### config.mk
export PLATFORM = sky130hd
export DESIGN_NAME = dec_handshake_rec
export DESIGN_NICKNAME = d
export VERILOG_FILES = /design/src/rtl/dhr_pkg.sv /design/src/rtl/dhr_frame_rx.sv /design/src/rtl/dhr_hs_fsm.sv /design/src/rtl/dhr_stamp_regs.sv /design/src/rtl/dec_handshake_rec.sv
export SDC_FILE = /design/constraint.sdc
export NUM_CORES = 1
export LEC_CHECK = 0
export ABC_AREA = 1
export BUFFER_PORTS_ARGS = -buffer_cell sky130_fd_sc_hd__buf_4
export CAP_MARGIN = 10
export CORE_MARGIN = 5
export CORE_UTILIZATION = 25
export DETAILED_ROUTE_END_ITERATION = 6
export GPL_TIMING_DRIVEN = 0
export PLACE_DENSITY = 0.49
export SLEW_MARGIN = 15
export SYNTH_ARGS = -nofsm -noshare
export SYNTH_HDL_FRONTEND = slang
export SYNTH_HIERARCHICAL = 1
export SYNTH_SLANG_ARGS = --single-unit
### constraint.sdc
create_clock -name clk -period 4.22 [get_ports clk]
set_input_delay 0 -clock clk [delete_from_list [all_inputs] [get_ports clk]]
set_output_delay 0 -clock clk [all_outputs]
set_load 0.02 [all_outputs]
### src/rtl/dhr_pkg.sv
package dhr_pkg;
  typedef enum logic [1:0] {
    HS_IDLE = 2'd0,
    HS_REQ  = 2'd1,
    HS_REL  = 2'd2
  } hs_state_t;

  localparam int NUM_MS   = 4;
  localparam int MS_RET   = 0;
  localparam int MS_START = 1;
  localparam int MS_END   = 2;
  localparam int MS_GLOB  = 3;
endpackage

### src/rtl/dhr_frame_rx.sv
module dhr_frame_rx #(
  parameter  int WORD_W = 16,
  parameter  int DEPTH  = 4,
  localparam int AW     = (DEPTH > 1) ? $clog2(DEPTH) : 1,
  localparam int LW     = $clog2(DEPTH + 1)
) (
  input  logic              clk,
  input  logic              rst_n,
  input  logic              in_valid,
  input  logic [WORD_W-1:0] in_data,
  input  logic              in_last,
  input  logic [AW-1:0]     rd_addr,
  output logic [WORD_W-1:0] rd_data,
  output logic [LW-1:0]     msg_len,
  output logic              done,
  output logic              done_acc
);
  logic [WORD_W-1:0] mem_q [DEPTH];
  logic [LW-1:0]     wcnt_q, wcnt_d, wcnt_inc, len_q, len_d;
  logic              acc_q, acc_d, wr_en;

  always_comb begin
    wcnt_inc = (wcnt_q == LW'(DEPTH)) ? wcnt_q : wcnt_q + 1'b1;
    wr_en    = in_valid && (wcnt_q < LW'(DEPTH));
    wcnt_d   = wcnt_q;
    len_d    = len_q;
    acc_d    = acc_q;
    if (in_valid) begin
      if (wcnt_q == '0) acc_d = in_data[0];
      if (in_last) begin
        wcnt_d = '0;
        len_d  = wcnt_inc;
      end else begin
        wcnt_d = wcnt_inc;
      end
    end
  end

  always_ff @(posedge clk or negedge rst_n) begin
    if (!rst_n) begin
      wcnt_q <= '0;
      len_q  <= '0;
      acc_q  <= 1'b0;
    end else begin
      wcnt_q <= wcnt_d;
      len_q  <= len_d;
      acc_q  <= acc_d;
    end
  end

  for (genvar i = 0; i < DEPTH; i++) begin : g_slot
    always_ff @(posedge clk or negedge rst_n) begin
      if (!rst_n)                                      mem_q[i] <= '0;
      else if (wr_en && (wcnt_q[AW-1:0] == AW'(i)))    mem_q[i] <= in_data;
    end
  end

  assign rd_data  = (32'(rd_addr) < DEPTH) ? mem_q[rd_addr] : '0;
  assign msg_len  = len_q;
  assign done     = in_valid & in_last;
  assign done_acc = (wcnt_q == '0) ? in_data[0] : acc_q;


  len_set_chk: assert property (@(posedge clk) disable iff (!rst_n)
    done |=> (len_q != '0));
endmodule

### src/rtl/dhr_hs_fsm.sv
module dhr_hs_fsm
  import dhr_pkg::*;
#(
  parameter  int TMO_CYC = 16,
  localparam int TW      = (TMO_CYC > 1) ? $clog2(TMO_CYC) : 1
) (
  input  logic clk,
  input  logic rst_n,
  input  logic done,
  input  logic done_acc,
  input  logic ack,
  output logic req,
  output logic dec,
  output logic start_pulse,
  output logic end_pulse,
  output logic err_tmo,
  output logic err_ovf
);
  hs_state_t     st_q, st_d;
  logic [TW-1:0] tcnt_q, tcnt_d;
  logic          dec_q, dec_d, pv_q, pv_d, pacc_q, pacc_d;
  logic          tmo_q, tmo_d, ovf_q, ovf_d, take, tmo_hit;

  always_comb begin
    take        = (st_q == HS_IDLE) && pv_q;
    tmo_hit     = (tcnt_q == TW'(TMO_CYC - 1));
    st_d        = st_q;
    tcnt_d      = tcnt_q;
    dec_d       = dec_q;
    tmo_d       = tmo_q;
    start_pulse = 1'b0;
    end_pulse   = 1'b0;
    unique case (st_q)
      HS_IDLE: if (take) begin
        st_d        = HS_REQ;
        dec_d       = pacc_q;
        tcnt_d      = '0;
        start_pulse = 1'b1;
      end
      HS_REQ: if (ack) begin
        st_d   = HS_REL;
        tcnt_d = '0;
      end else if (tmo_hit) begin
        st_d  = HS_IDLE;
        tmo_d = 1'b1;
      end else begin
        tcnt_d = tcnt_q + 1'b1;
      end
      HS_REL: if (!ack) begin
        st_d      = HS_IDLE;
        end_pulse = 1'b1;
      end else if (tmo_hit) begin
        st_d  = HS_IDLE;
        tmo_d = 1'b1;
      end else begin
        tcnt_d = tcnt_q + 1'b1;
      end
      default: st_d = HS_IDLE;
    endcase
    ovf_d  = ovf_q | (done & pv_q & ~take);
    pacc_d = (done && (!pv_q || take)) ? done_acc : pacc_q;
    pv_d   = done ? 1'b1 : (take ? 1'b0 : pv_q);
  end

  always_ff @(posedge clk or negedge rst_n) begin
    if (!rst_n) begin
      st_q   <= HS_IDLE;
      tcnt_q <= '0;
      dec_q  <= 1'b0;
      pv_q   <= 1'b0;
      pacc_q <= 1'b0;
      tmo_q  <= 1'b0;
      ovf_q  <= 1'b0;
    end else begin
      st_q   <= st_d;
      tcnt_q <= tcnt_d;
      dec_q  <= dec_d;
      pv_q   <= pv_d;
      pacc_q <= pacc_d;
      tmo_q  <= tmo_d;
      ovf_q  <= ovf_d;
    end
  end

  assign req     = (st_q == HS_REQ);
  assign dec     = dec_q;
  assign err_tmo = tmo_q;
  assign err_ovf = ovf_q;


  req_hold_chk: assert property (@(posedge clk) disable iff (!rst_n)
    (req && !ack && !tmo_hit) |=> (req && $stable(dec)));

  rel_wait_chk: assert property (@(posedge clk) disable iff (!rst_n)
    (st_q == HS_REL) |=> !req);

  tmo_sticky_chk: assert property (@(posedge clk) disable iff (!rst_n)
    err_tmo |=> err_tmo);

  req_source_chk: assert property (@(posedge clk) disable iff (!rst_n)
    $rose(req) |-> $past(pv_q));

  ovf_sticky_chk: assert property (@(posedge clk) disable iff (!rst_n)
    err_ovf |=> err_ovf);
endmodule

### src/rtl/dhr_stamp_regs.sv
module dhr_stamp_regs
  import dhr_pkg::*;
#(
  parameter int CNT_W = 16
) (
  input  logic              clk,
  input  logic              rst_n,
  input  logic              l1a,
  input  logic [NUM_MS-1:0] ms_hit,
  input  logic [2:0]        sel,
  output logic [CNT_W-1:0]  rd_stamp
);
  localparam logic [CNT_W-1:0] CNT_MAX = '1;

  logic [CNT_W-1:0] cnt_q, cnt_d;
  logic [CNT_W-1:0] cur_q [NUM_MS];
  logic [CNT_W-1:0] prv_q [NUM_MS];

  always_comb begin
    if (l1a)                  cnt_d = '0;
    else if (cnt_q == CNT_MAX) cnt_d = cnt_q;
    else                      cnt_d = cnt_q + 1'b1;
  end

  always_ff @(posedge clk or negedge rst_n) begin
    if (!rst_n) cnt_q <= '0;
    else        cnt_q <= cnt_d;
  end

  for (genvar i = 0; i < NUM_MS; i++) begin : g_ms
    logic [CNT_W-1:0] cur_d, prv_d;
    always_comb begin
      cur_d = cur_q[i];
      prv_d = prv_q[i];
      if (l1a) begin
        prv_d = cur_q[i];
        cur_d = '0;
      end else if (ms_hit[i]) begin
        cur_d = cnt_q;
      end
    end
    always_ff @(posedge clk or negedge rst_n) begin
      if (!rst_n) begin
        cur_q[i] <= '0;
        prv_q[i] <= '0;
      end else begin
        cur_q[i] <= cur_d;
        prv_q[i] <= prv_d;
      end
    end

    roll_chk: assert property (@(posedge clk) disable iff (!rst_n)
      l1a |=> ((prv_q[i] == $past(cur_q[i])) && (cur_q[i] == '0)));
  end

  assign rd_stamp = sel[2] ? prv_q[sel[1:0]] : cur_q[sel[1:0]];


  cnt_zero_chk: assert property (@(posedge clk) disable iff (!rst_n)
    l1a |=> (cnt_q == '0));

  cnt_hold_chk: assert property (@(posedge clk) disable iff (!rst_n)
    (!l1a && cnt_q == CNT_MAX) |=> (cnt_q == CNT_MAX));
endmodule

### src/rtl/dec_handshake_rec.sv
module dec_handshake_rec
  import dhr_pkg::*;
#(
  parameter  int WORD_W  = 16,
  parameter  int DEPTH   = 4,
  parameter  int CNT_W   = 16,
  parameter  int TMO_CYC = 16,
  localparam int AW      = (DEPTH > 1) ? $clog2(DEPTH) : 1,
  localparam int LW      = $clog2(DEPTH + 1)
) (
  input  logic              clk,
  input  logic              rst_n,
  input  logic              l1a,
  input  logic              lnk_valid,
  input  logic [WORD_W-1:0] lnk_data,
  input  logic              lnk_last,
  input  logic              sup_ack,
  output logic              sup_req,
  output logic              sup_dec,
  input  logic              bcast_valid,
  input  logic              bcast_acc,
  output logic              bcast_acc_q,
  input  logic [AW-1:0]     buf_addr,
  output logic [WORD_W-1:0] buf_data,
  output logic [LW-1:0]     msg_len,
  input  logic [2:0]        tsel,
  output logic [CNT_W-1:0]  tdata,
  output logic              err_tmo,
  output logic              err_ovf
);
  logic              done, done_acc, start_pulse, end_pulse, gacc_d;
  logic [NUM_MS-1:0] hits;

  dhr_frame_rx #(.WORD_W(WORD_W), .DEPTH(DEPTH)) u_rx (
    .clk(clk), .rst_n(rst_n), .in_valid(lnk_valid), .in_data(lnk_data),
    .in_last(lnk_last), .rd_addr(buf_addr), .rd_data(buf_data),
    .msg_len(msg_len), .done(done), .done_acc(done_acc)
  );

  dhr_hs_fsm #(.TMO_CYC(TMO_CYC)) u_hs (
    .clk(clk), .rst_n(rst_n), .done(done), .done_acc(done_acc),
    .ack(sup_ack), .req(sup_req), .dec(sup_dec),
    .start_pulse(start_pulse), .end_pulse(end_pulse),
    .err_tmo(err_tmo), .err_ovf(err_ovf)
  );

  always_comb begin
    hits           = '0;
    hits[MS_RET]   = done;
    hits[MS_START] = start_pulse;
    hits[MS_END]   = end_pulse;
    hits[MS_GLOB]  = bcast_valid;
    gacc_d         = bcast_valid ? bcast_acc : bcast_acc_q;
  end

  always_ff @(posedge clk or negedge rst_n) begin
    if (!rst_n) bcast_acc_q <= 1'b0;
    else        bcast_acc_q <= gacc_d;
  end

  dhr_stamp_regs #(.CNT_W(CNT_W)) u_ts (
    .clk(clk), .rst_n(rst_n), .l1a(l1a), .ms_hit(hits),
    .sel(tsel), .rd_stamp(tdata)
  );


  bcast_cap_chk: assert property (@(posedge clk) disable iff (!rst_n)
    bcast_valid |=> (bcast_acc_q == $past(bcast_acc)));
endmodule

==> results.yml <==
synthesis:
  synth_edf_count: 0
  yosysMostFrequentCell: "nand2_1"
  synthTopCellsByArea: "dfrtp_1, nand2_1, o21ai_0"
  ys_seq_elements: 227
  synth-async-reset-ratio_pct: 100
  syn_nets: 1414
  synth_cell_types: 30
  yosysSeqAreaShare_pct: 52.6
  synth_ff_type: "dfrtp_1"
  synth.avg_cell_area_um2: 7.86
  synth_commonest_cells: "nand2_1, dfrtp_1, o21ai_0, inv_1, nor2_1"
  synthCells: 1375
  yosysWarnings: 6
  yosysTopAreaCellShare_pct: 52.6
  synth_top_area_cell: "dfrtp_1"
  synth_area_um2: 10800
worst_setup_path:
  r2r_end: "u_rx/acc_q"
  crit_fanout: 7
  start_kind: "register"
  required_ns: 4.66
  path_cells: "inv_1 -> ha_1 -> nand3_2 -> o21ai_0 -> dlygate4sd3_1 -> inv_1"
  worstSetupEndpointType: "register"
  rrSetupSlack_ns: 2.39
  worstReg2RegStart: "u_rx/wcnt_q[0]"
  cp_data_arrival_time_ns: 2.27
  slowest_delay_ns: 0.56
  reg2reg_depth: 6
  crit_type: "register to register"
  slowest_stage: "dlygate4sd3_1"
  cp_common_cell: "inv_1"
place:
  dp_hpwl_mm: 22.9
  dpl.cell_count: 2025
  place_ws_ns: 2.39
  io_buffers: 63
  placed_area_um2: 12100
  place_congestion: 0.855
sta:
  finalSetupViolations: 0
  fin_skew_ns: 0.0222
  rsz0062_at_grt: "false"
  slew_headroom_pct: 56.6
  final-hold-violation-count: 0
  drv_slew: 0
  tightestPinTransition_ns: 0.651
  period_share_pct: 43.4
  layout_setup_ws_ns: 2.39
  finalSetupTns_ns: 0
  min_period_ns: 1.83
  fmax_mhz: 546
global_route:
  grt_pass1_wl_mm: 52.3
  grt_usage_pct: 13.5
  overflow: 0
  grt_max_degree: 100
  grt_pass1_vias: 9364
  antenna_found_initial: 0
clock_network:
  cts_resized: 0
  cts_htree_levels: 1
  clockBufferDepth: 3
  cts.sinks: 227
  path_clk_slew_ns: 0.05
  clk_latency_ns: 0.56
  cts_buffers: 28
  cts-root-buf: "clkbuf_16"
  cts_tree: "yes"
die:
  start_util_pct: 25.2
  die_w_um: 218
  die_h_um: 218
  io-pin-count: 69
  fp.dieArea_um2: 47500
  row_count: 76
  core_area_um2: 42900
route:
  dr.pass1.iters: 5
  totalWireLength_mm: 31.8
  vias: 9229
  wire_per_inst_um: 15.1
  route.detailed.drc: 0
  drt_iter0_drc: 645
  ant_nets: 0
  via_per_inst: 4.39
power_and_ir_drop:
  p_per_area_nw_per_um2: 488
  power.leakage_uw: 0.00650
  ir_drop_uv: 372
cells_and_area:
  diodes: 0
  finish.net_count: 1538
  finish.instance_area_um2: 13300
  final_cells: 2104
  area_growth_pct: 23.2
  drive_above_1_share_pct: 12.3
job:
  max-cap-violations: 0
min_path:
  hp-class: "input port to async pin"
outcome:
  status: "finished, final reports clean"
worst max-delay path: cells and delay by family (launching register included):
| kind | cells | cell delay [ns] |
|---|---|---|
| AOI/OAI and AO/OA | 1 | 0.16 |
| adders and majority gates | 1 | 0.25 |
| buffers and inverters | 3 | 0.73 |
| DFF | 1 | 0.43 |
| and+or+nand+nor | 1 | 0.17 |
layout make-up:
type	instances	area (um2)
clock inverter	10	168
fill	4590	29600
multi-input combinational	963	4360
sequential	227	5680
buffer	72	342
timing repair buffer	94	836
clock buffer	40	776
tap	585	732
inverter	113	427
routing by layer:
layer / up-vias / global-route usage, % / routed length, um
met5: - / 0 / 0
met4: 0 / 2.99 / 592
met3: 39 / 2.15 / 1490
met2: 197 / 22.4 / 14800
met1: 4327 / 18.7 / 14900
li1: 4666 / - / -
worst max path at each step:
| stage | endpoint | cells after the start | from |
|---|---|---|---|
| after floorplan | u_ts/cur_q[21] | 8 | u_hs/st_q[0] |
| after global placement | u_ts/prv_q[40] | 1 | rst_n |
| after detailed placement | u_ts/cur_q[25] | 8 | u_hs/st_q[0] |
| after CTS | u_rx/acc_q | 6 | u_rx/wcnt_q[0] |
| after global routing | u_rx/acc_q | 6 | u_rx/wcnt_q[0] |
| final | u_rx/acc_q | 6 | u_rx/wcnt_q[0] |
per-stage QoR:
stage	hold slack [ns]	util (%)	total power [uW]
floorplan	-0.296	-	3580
global placement	0.207	28.0	4030
detailed placement	-0.0996	28.2	4060
CTS	0.00117	31.1	6610
global route	0.0265	31.1	6920
finish	0.00591	31.1	6500
what timing repair did:
| action | 4_1_cts | 5_1_grt |
|---|---|---|
| setup buffers | 0 | 0 |
| hold buffers | 29 | 0 |
| hold endpoints to repair | 223 | 0 |
power breakdown:
group	total [uW]	internal (uW)	switching, uW
combinational	1320	500	821
sequential	2720	2520	200
clock	2460	1520	941
logic make-up after synthesis:
| group | after synthesis | synth area share, % |
|---|---|---|
| compound gates | 306 | 15.0 |
| buf+inv | 185 | 7.11 |
| fa+ha+maj | 10 | 1.16 |
| simple gates | 647 | 24.1 |
| flops | 227 | 52.6 |
cell usage in the layout, fill, tap and decap left out, types with 12 or more instances in the layout:
master	count
nand3_1	35
clkbuf_16	28
inv_2	12
dlygate4sd3_1	28
a21oi_1	18
buf_4	65
o21ai_1	50
o21ai_0	200
dfrtp_1	227
nor2_1	87
inv_1	100
o211ai_1	32
buf_2	42
nand2_1	497
clkbuf_1	33
flip-flops by register name, summed over array words and instances, names as in the netlist:
name and cells:
bcast_acc_q 1, u_hs/dec 1, u_hs/err_ovf 1, u_hs/err_tmo 1
u_hs/pacc_q 1, u_hs/pv_q 1, u_hs/st_q 2, u_hs/tcnt_q 4
u_rx/acc_q 1, u_rx/mem_q 64, u_rx/msg_len 3, u_rx/wcnt_q 3
u_ts/cnt_q 16, u_ts/cur_q 64, u_ts/prv_q 64
Note: power is estimated with default switching activity, not from simulation.
